[src/rtl/clkrst_pkg.sv]
// Package: bit positions of the control word and shared widths.
// Assumes a 32-bit data path; the positions are fixed by software.
package clkrst_pkg;
    localparam int DATA_W     = 32;
    localparam int BIT_LCLK   = 0;
    localparam int BIT_IFCLK  = 1;
    localparam int BIT_OCLK   = 8;
    localparam int BIT_CREQ   = 16;
    localparam int BIT_BUF    = 17;
    localparam int BIT_BUSREL = 18;

    // Stored control fields of the word
    typedef struct packed {
        logic lclk;
        logic ifclk;
        logic oclk;
        logic creq;
        logic bufm;
        logic busrel;
    } ctl_t;
endpackage

[src/rtl/clkrst_settle.sv]
// Settle counter: counts cycles while the core-reset request and both
// clock enables are on, saturating at SETTLE_CYC, and flags completion.
// Assumes SETTLE_CYC >= 1. A synchronous clear restarts the count.
module clkrst_settle #(
    parameter int SETTLE_CYC = 16
) (
    input  logic clk,
    input  logic rst_n,
    input  logic run,
    input  logic clr,
    output logic done
);
    localparam int CW = $clog2(SETTLE_CYC + 1);
    localparam logic [CW-1:0] CNT_MAX = CW'(SETTLE_CYC);

    logic [CW-1:0] cnt_q;

    // Advance the count while running, hold at the limit, drop otherwise
    always_ff @(posedge clk) begin
        if (!rst_n || clr || !run) begin
            cnt_q <= '0;
        end else if (cnt_q != CNT_MAX) begin
            cnt_q <= cnt_q + 1'b1;
        end
    end

    // Completion only counts while the run condition still holds
    always_comb begin
        done = run && (cnt_q == CNT_MAX);
    end

    // completion appears only after a full count under run
    a_r3_settle_full: assert property (@(posedge clk) disable iff (!rst_n)
        $rose(done) |-> ($past(run) && $past(cnt_q) == CNT_MAX - 1'b1)
                     || ($past(run) && $past(cnt_q) == CNT_MAX));

    // losing the run condition clears the count on the next edge
    a_r4_gate_clears: assert property (@(posedge clk) disable iff (!rst_n)
        !run |=> cnt_q == '0);
endmodule

[src/rtl/clkrst_regfile.sv]
// Control word storage: decodes writes at one word address, applies the
// ordering rule for the bus-reset release, keeps the sticky error flag
// and forms the read data. Assumes one write strobe per access.
module clkrst_regfile
    import clkrst_pkg::*;
#(
    parameter int ADDR_W  = 10,
    parameter logic [ADDR_W-1:0] REG_WADDR = 10'h3FC
) (
    input  logic              clk,
    input  logic              rst_n,
    input  logic              bus_wr,
    input  logic [ADDR_W-1:0] bus_addr,
    input  logic [DATA_W-1:0] bus_wdata,
    input  logic              done,
    output logic [DATA_W-1:0] bus_rdata,
    output ctl_t              ctl,
    output logic              zero_wr,
    output logic              seq_err
);
    logic hit;
    logic wr_hit;
    logic early_rel;
    ctl_t ctl_q;
    logic err_q;

    // Address match and write qualification
    always_comb begin
        hit       = (bus_addr == REG_WADDR);
        wr_hit    = bus_wr && hit;
        zero_wr   = wr_hit && (bus_wdata == '0);
        early_rel = wr_hit && bus_wdata[BIT_BUSREL] && !done;
    end

    // Store the writable fields; the release bit only lands after completion
    always_ff @(posedge clk) begin
        if (!rst_n) begin
            ctl_q <= '0;
        end else if (wr_hit) begin
            ctl_q.lclk   <= bus_wdata[BIT_LCLK];
            ctl_q.ifclk  <= bus_wdata[BIT_IFCLK];
            ctl_q.oclk   <= bus_wdata[BIT_OCLK];
            ctl_q.creq   <= bus_wdata[BIT_CREQ];
            ctl_q.bufm   <= bus_wdata[BIT_BUF];
            ctl_q.busrel <= bus_wdata[BIT_BUSREL] && done;
        end
    end

    // Sticky ordering error, cleared only by the block reset
    always_ff @(posedge clk) begin
        if (!rst_n) begin
            err_q <= 1'b0;
        end else if (early_rel) begin
            err_q <= 1'b1;
        end
    end

    // Read data: live status in the request and release positions
    always_comb begin
        bus_rdata = '0;
        if (hit) begin
            bus_rdata[BIT_LCLK]   = ctl_q.lclk;
            bus_rdata[BIT_IFCLK]  = ctl_q.ifclk;
            bus_rdata[BIT_OCLK]   = ctl_q.oclk;
            bus_rdata[BIT_CREQ]   = done;
            bus_rdata[BIT_BUF]    = ctl_q.bufm;
            bus_rdata[BIT_BUSREL] = ctl_q.busrel && done;
        end
    end

    assign ctl     = ctl_q;
    assign seq_err = err_q;

    // the error flag never falls once raised
    a_r6_err_sticky: assert property (@(posedge clk) disable iff (!rst_n)
        seq_err |=> seq_err);

    // an early release never stores the release bit
    a_r6_early_dropped: assert property (@(posedge clk) disable iff (!rst_n)
        early_rel |=> !ctl_q.busrel && seq_err);

    // a write elsewhere leaves the stored word alone
    a_r9_miss_no_change: assert property (@(posedge clk) disable iff (!rst_n)
        (bus_wr && !hit) |=> $stable(ctl_q));
endmodule

[src/rtl/clkrst_seq.sv]
// Top: interface clock and reset sequencer. Joins the control word
// storage to the settle counter and drives the clock enables, the rate
// select and both resets. Assumes a synchronous active-low reset.
module clkrst_seq
    import clkrst_pkg::*;
#(
    parameter int ADDR_W     = 10,
    parameter logic [ADDR_W-1:0] REG_WADDR = 10'h3FC,
    parameter int SETTLE_CYC = 16
) (
    input  logic              clk,
    input  logic              rst_n,
    input  logic              bus_wr,
    input  logic [ADDR_W-1:0] bus_addr,
    input  logic [31:0]       bus_wdata,
    output logic [31:0]       bus_rdata,
    output logic              lclk_en,
    output logic              ifclk_oe,
    output logic              oclk_en,
    output logic              rate_fast,
    output logic              buf_mode,
    output logic              core_rst,
    output logic              ata_bus_rst,
    output logic              seq_err
);
    ctl_t ctl;
    logic done;
    logic zero_wr;
    logic run;

    clkrst_regfile #(
        .ADDR_W    (ADDR_W),
        .REG_WADDR (REG_WADDR)
    ) u_regs (
        .clk       (clk),
        .rst_n     (rst_n),
        .bus_wr    (bus_wr),
        .bus_addr  (bus_addr),
        .bus_wdata (bus_wdata),
        .done      (done),
        .bus_rdata (bus_rdata),
        .ctl       (ctl),
        .zero_wr   (zero_wr),
        .seq_err   (seq_err)
    );

    // Counter runs only with the request and both gated clocks present
    always_comb begin
        run = ctl.creq && ctl.lclk && ctl.oclk;
    end

    clkrst_settle #(
        .SETTLE_CYC (SETTLE_CYC)
    ) u_settle (
        .clk   (clk),
        .rst_n (rst_n),
        .run   (run),
        .clr   (zero_wr),
        .done  (done)
    );

    // Output mapping of clocks, rate and resets
    always_comb begin
        lclk_en     = ctl.lclk;
        ifclk_oe    = ctl.ifclk;
        oclk_en     = ctl.oclk;
        rate_fast   = ctl.ifclk;
        buf_mode    = ctl.bufm;
        core_rst    = !done;
        ata_bus_rst = !(ctl.busrel && done);
    end

    // bus reset released only with the core out of reset
    a_r5_bus_after_core: assert property (@(posedge clk) disable iff (!rst_n)
        !ata_bus_rst |-> !core_rst);

    // an all-zero write returns to the powered-down state
    a_r7_zero_write: assert property (@(posedge clk) disable iff (!rst_n)
        (bus_wr && bus_addr == REG_WADDR && bus_wdata == '0)
        |=> (!lclk_en && !ifclk_oe && !oclk_en && core_rst && ata_bus_rst));

    // a missing clock enable keeps the core in reset
    a_r4_clock_needed: assert property (@(posedge clk) disable iff (!rst_n)
        (!lclk_en || !oclk_en) |-> core_rst);
endmodule

[config.mk]
export PLATFORM = sky130hd
export DESIGN_NAME = clkrst_seq
export DESIGN_NICKNAME = d
export VERILOG_FILES = /design/src/rtl/clkrst_pkg.sv /design/src/rtl/clkrst_settle.sv /design/src/rtl/clkrst_regfile.sv /design/src/rtl/clkrst_seq.sv
export SDC_FILE = /design/constraint.sdc
export NUM_CORES = 1
export LEC_CHECK = 0
export BUFFER_PORTS_ARGS = -buffer_cell sky130_fd_sc_hd__buf_2
export CAP_MARGIN = 25
export CORE_UTILIZATION = 36
export CTS_CLUSTER_SIZE = 20
export DETAILED_ROUTE_END_ITERATION = 8
export GPL_ROUTABILITY_DRIVEN = 0
export GPL_TIMING_DRIVEN = 0
export HOLD_SLACK_MARGIN = 0.08
export PLACE_DENSITY = 0.79
export SYNTH_ARGS = -nofsm -noshare
export SYNTH_HDL_FRONTEND = slang
export SYNTH_HIERARCHICAL = 1
export SYNTH_SLANG_ARGS = --single-unit
[constraint.sdc]
create_clock -name clk -period 1.95 [get_ports clk]
set_input_delay 0.2925 -clock clk [delete_from_list [all_inputs] [get_ports clk]]
set_output_delay 0.2925 -clock clk [all_outputs]
set_load 0.02 [all_outputs]
==> reports/summary.log <==
INFO  global_route   grt_antenna_before_repair=0
INFO  global_route   total_global_routing_track_utilization=0.166
INFO  yosys          asyncSetResetFlopFracSynth=0
INFO  drt            totalWireLength=2.15mm
INFO  setup_path     r2r-start=u_settle/cnt_q[0]
INFO  power          ir_drop=377uV
INFO  yosys          count_of_different_cell_masters_after_synthesis=26
INFO  cts            root_buffer=sky130_fd_sc_hd__clkbuf_4
INFO  power          power_report.internal_total=0.432mW
INFO  sta            final_max_tran_viols=0
INFO  worst_hold_path hold-path-endpoint=u_regs/ctl[4]
INFO  setup_path     worst_setup_path_start_kind=flip-flop
INFO  sta            min_clock_period_post_route=1.88ns
INFO  setup_path     setup.reg_to_reg.worst_slack=0.47ns
INFO  run            maxCapViolCount=0
INFO  setup_path     crit_arrival=1.59ns
INFO  sta            totalNegativeSetupSlack=0ns
INFO  die            die_x=52.5um
INFO  cts            clock_sink_count=12
INFO  power          part_of_the_power_in_registers=0.413
INFO  cts            htree_levels=1
INFO  setup_path     critical_path_peak_fanout=6
INFO  setup_path     crit_path_max_incr_delay=0.34ns
INFO  sta            final_hold_viol_count=0
INFO  place          hpwlAfterDp=1.89mm
INFO  die            die_height=52.5um
INFO  setup_path     crit_required=1.66ns
INFO  finish         nets=243
INFO  run_status     outcome=completed
INFO  yosys          synth.cell_area=917um2
INFO  setup_path     crit_chain=inv_1 -> ha_1 -> and4bb_4 -> and2_4 -> and3_1 -> buf_4
INFO  setup_path     cpMaxStageDelayCell=sky130_fd_sc_hd__dfxtp_2
INFO  finish         mostFrequentLayoutCell=sky130_fd_sc_hd__buf_2
INFO  worst_hold_path hold_path_class=input pin to flip-flop
INFO  drt            wire_per_inst=9.64um
INFO  yosys          ys_ff_latch=12
INFO  sta            max_freq=0.532GHz
INFO  cts            cts_hold_repair.buffers=0
INFO  setup_path     timing.critical_path.to_type=output port
INFO  drt            routed-via-count=958
INFO  sta            setup_viol_count_final=0
INFO  cts            clock_insertion_delay_worst_skew=0.27ns
INFO  die            start_util=0.399
INFO  power          fin_total_pwr=0.592mW
INFO  setup_path     r2r_cells=6
INFO  global_route   first_global_vias=789
INFO  power          pwr-share-clk=0.332
INFO  setup_path     worst-setup-path-type=flip-flop to output port
INFO  yosys          number_of_enable_flip_flop_cells_after_synthesis=0
INFO  global_route   maximum_number_of_pins_on_one_net_before_global_route_repair=11
INFO  finish         post_route_cells_drive_above_1_share=0.497
INFO  drt            routed_via_density=4.30
INFO  yosys          synth_top_flop_cell=sky130_fd_sc_hd__dfxtp_1
INFO  finish         synthToLayoutAreaGrowth=51.2%
INFO  yosys          synth_warnings=6
INFO  yosys          synth_seq_area_share=0.262
INFO  place          io_buffer_count=58
INFO  drt            drtPass1Iterations=4
INFO  die            design.die.area=0.00275mm2
INFO  drt            drt_drc_violations_left=0
INFO  drt            ant_nets=0
INFO  cts            cts_tree=yes
INFO  sta            period_share=0.963
INFO  die            floorplan.io_pins=85
INFO  power          cellPowerDensity=427mW/mm2
INFO  setup_path     worstReg2RegEnd=u_regs/seq_err
INFO  sta            clock_skew_after_layout=0.00651ns
INFO  finish         antennaDiodeCount=0
INFO  yosys          post_synth_inst_count=107
INFO  die            core_area=0.00230mm2
INFO  sta            timing_worst_slew_pin_value=0.665ns
INFO  power          power.switching_fraction=0.271
INFO  cts            cts.path.max_buffers=2
INFO  yosys          synth.avg_cell_area=8.57um2
INFO  die            floorplan.rows=17
INFO  cts            cts.clk_slew.worst_paths=0.08ns
INFO  worst_hold_path timing.hold.worst_path_depth=3
INFO  drt            drt-initial-drc-count=18
INFO  global_route   global_route.overflow_total=0
INFO  global_route   grt_first_pass_wirelength=3.33mm
INFO  worst_hold_path timing.hold.worst.start=bus_wdata[1]
INFO  sta            maxSlewHeadroom=0.554
INFO  power          pwr-share-comb=0.255
INFO  finish         mostFrequentLayoutCells=sky130_fd_sc_hd__buf_2, sky130_fd_sc_hd__buf_4, sky130_fd_sc_hd__conb_1
INFO  power          power.net_switching=0.161mW
INFO  sta            rsz_0062_raised_after_global_routing=no
INFO  power          power.leakage=0.747nW
INFO  cts            tritoncts.num_buffers=3
state kept, by name, indices dropped and copies added, names as in the netlist:
register / count
u_regs/ctl: 6
u_regs/seq_err: 1
u_settle/cnt_q: 5
worst max-delay path, delay by kind of cell, from the launching register on:
| family | cells | cell delay, ns |
|---|---|---|
| adders and majority gates | 1 | 0.21 |
| and+or+nand+nor | 3 | 0.55 |
| buffers and inverters | 2 | 0.21 |
| DFF | 1 | 0.34 |
logic make-up (layout without fill, tap and decap cells):
kind of cell,Yosys count,after routing,synth area share
and+or+nand+nor,48,48,0.341
xor gates and xnor gates,4,4,0.0382
buffers and inverters,32,95,0.241
other,1,26,0.00409
muxes,7,7,0.0764
AOI/OAI and AO/OA,1,1,0.00955
DFF,12,12,0.262
adders and majority gates,2,2,0.0273
how the worst max path moves through the flow:
stage	to	slack (ns)	startpoint
2_1_floorplan	u_settle/cnt_q[2]	0.40	bus_addr[0]
3_3_place_gp	u_settle/cnt_q[2]	0.15	bus_addr[0]
3_5_place_dp	u_settle/cnt_q[3]	0.11	bus_addr[0]
4_1_cts	bus_rdata[18]	0.007	u_settle/cnt_q[1]
5_1_grt	bus_rdata[18]	0.01	u_settle/cnt_q[0]
6_report	bus_rdata[18]	0.07	u_settle/cnt_q[0]
cell type report:
cell class	count	area [um2]
fill	223	911
multi-input combinational	88	551
timing repair buffer	59	300
sequential	12	243
buffer	28	206
clock buffer	4	36.3
tap	28	35.0
inverter	4	15.0
metrics by stage:
step                 util  instance area, um2  cells  hold WS (ns)  setup slack (ns)
global route        0.603                1390    223         0.272           0.00969
CTS                 0.598                1370    222         0.276           0.00681
global placement    0.582                1340    218         0.440             0.153
detailed placement  0.582                1340    218         0.457             0.105
finish              0.603                1390    223         0.276            0.0717
floorplan               -                1010    132         0.430             0.399
synthesized netlist by cell type, types with 2 or more instances:
cell                      instances  area share
sky130_fd_sc_hd__buf_4           27        0.22
sky130_fd_sc_hd__and2_1           5       0.034
sky130_fd_sc_hd__mux2i_1          7       0.076
sky130_fd_sc_hd__ha_1             2       0.027
sky130_fd_sc_hd__inv_1            4       0.016
sky130_fd_sc_hd__xor2_1           2       0.019
sky130_fd_sc_hd__nor4_1           8       0.055
sky130_fd_sc_hd__nor2_1           5       0.020
sky130_fd_sc_hd__nand2_1         13       0.053
sky130_fd_sc_hd__nand3_1          3       0.016
sky130_fd_sc_hd__and4_1           2       0.019
sky130_fd_sc_hd__dfxtp_1         12        0.26
sky130_fd_sc_hd__and3_1           3       0.020
sky130_fd_sc_hd__xnor2_1          2       0.019
timing repair:
item	in CTS	in global routing
resized for setup	1	3
pin swaps	0	0
buffers inserted	0	1
endpoints found under the setup margin	1	2
layer usage:
| layer | global-route usage | wire, um |
|---|---|---|
| met1 | 0.173 | 768 |
| met2 | 0.310 | 1190 |
| met3 | 0.0435 | 170 |
| met4 | 0.0614 | 20 |
| met5 | 0 | 0 |
power groups by stage:
| stage | logic (mW) | clock network [mW] | registers (mW) |
|---|---|---|---|
| 2_1_floorplan | 0.0983 | 0 | 0.251 |
| 3_3_place_gp | 0.146 | 0 | 0.251 |
| 3_5_place_dp | 0.149 | 0 | 0.251 |
| 4_1_cts | 0.149 | 0.200 | 0.245 |
| 5_1_grt | 0.165 | 0.217 | 0.245 |
| 6_report | 0.151 | 0.197 | 0.245 |
No activity file was read; power rests on OpenSTA's default activity.
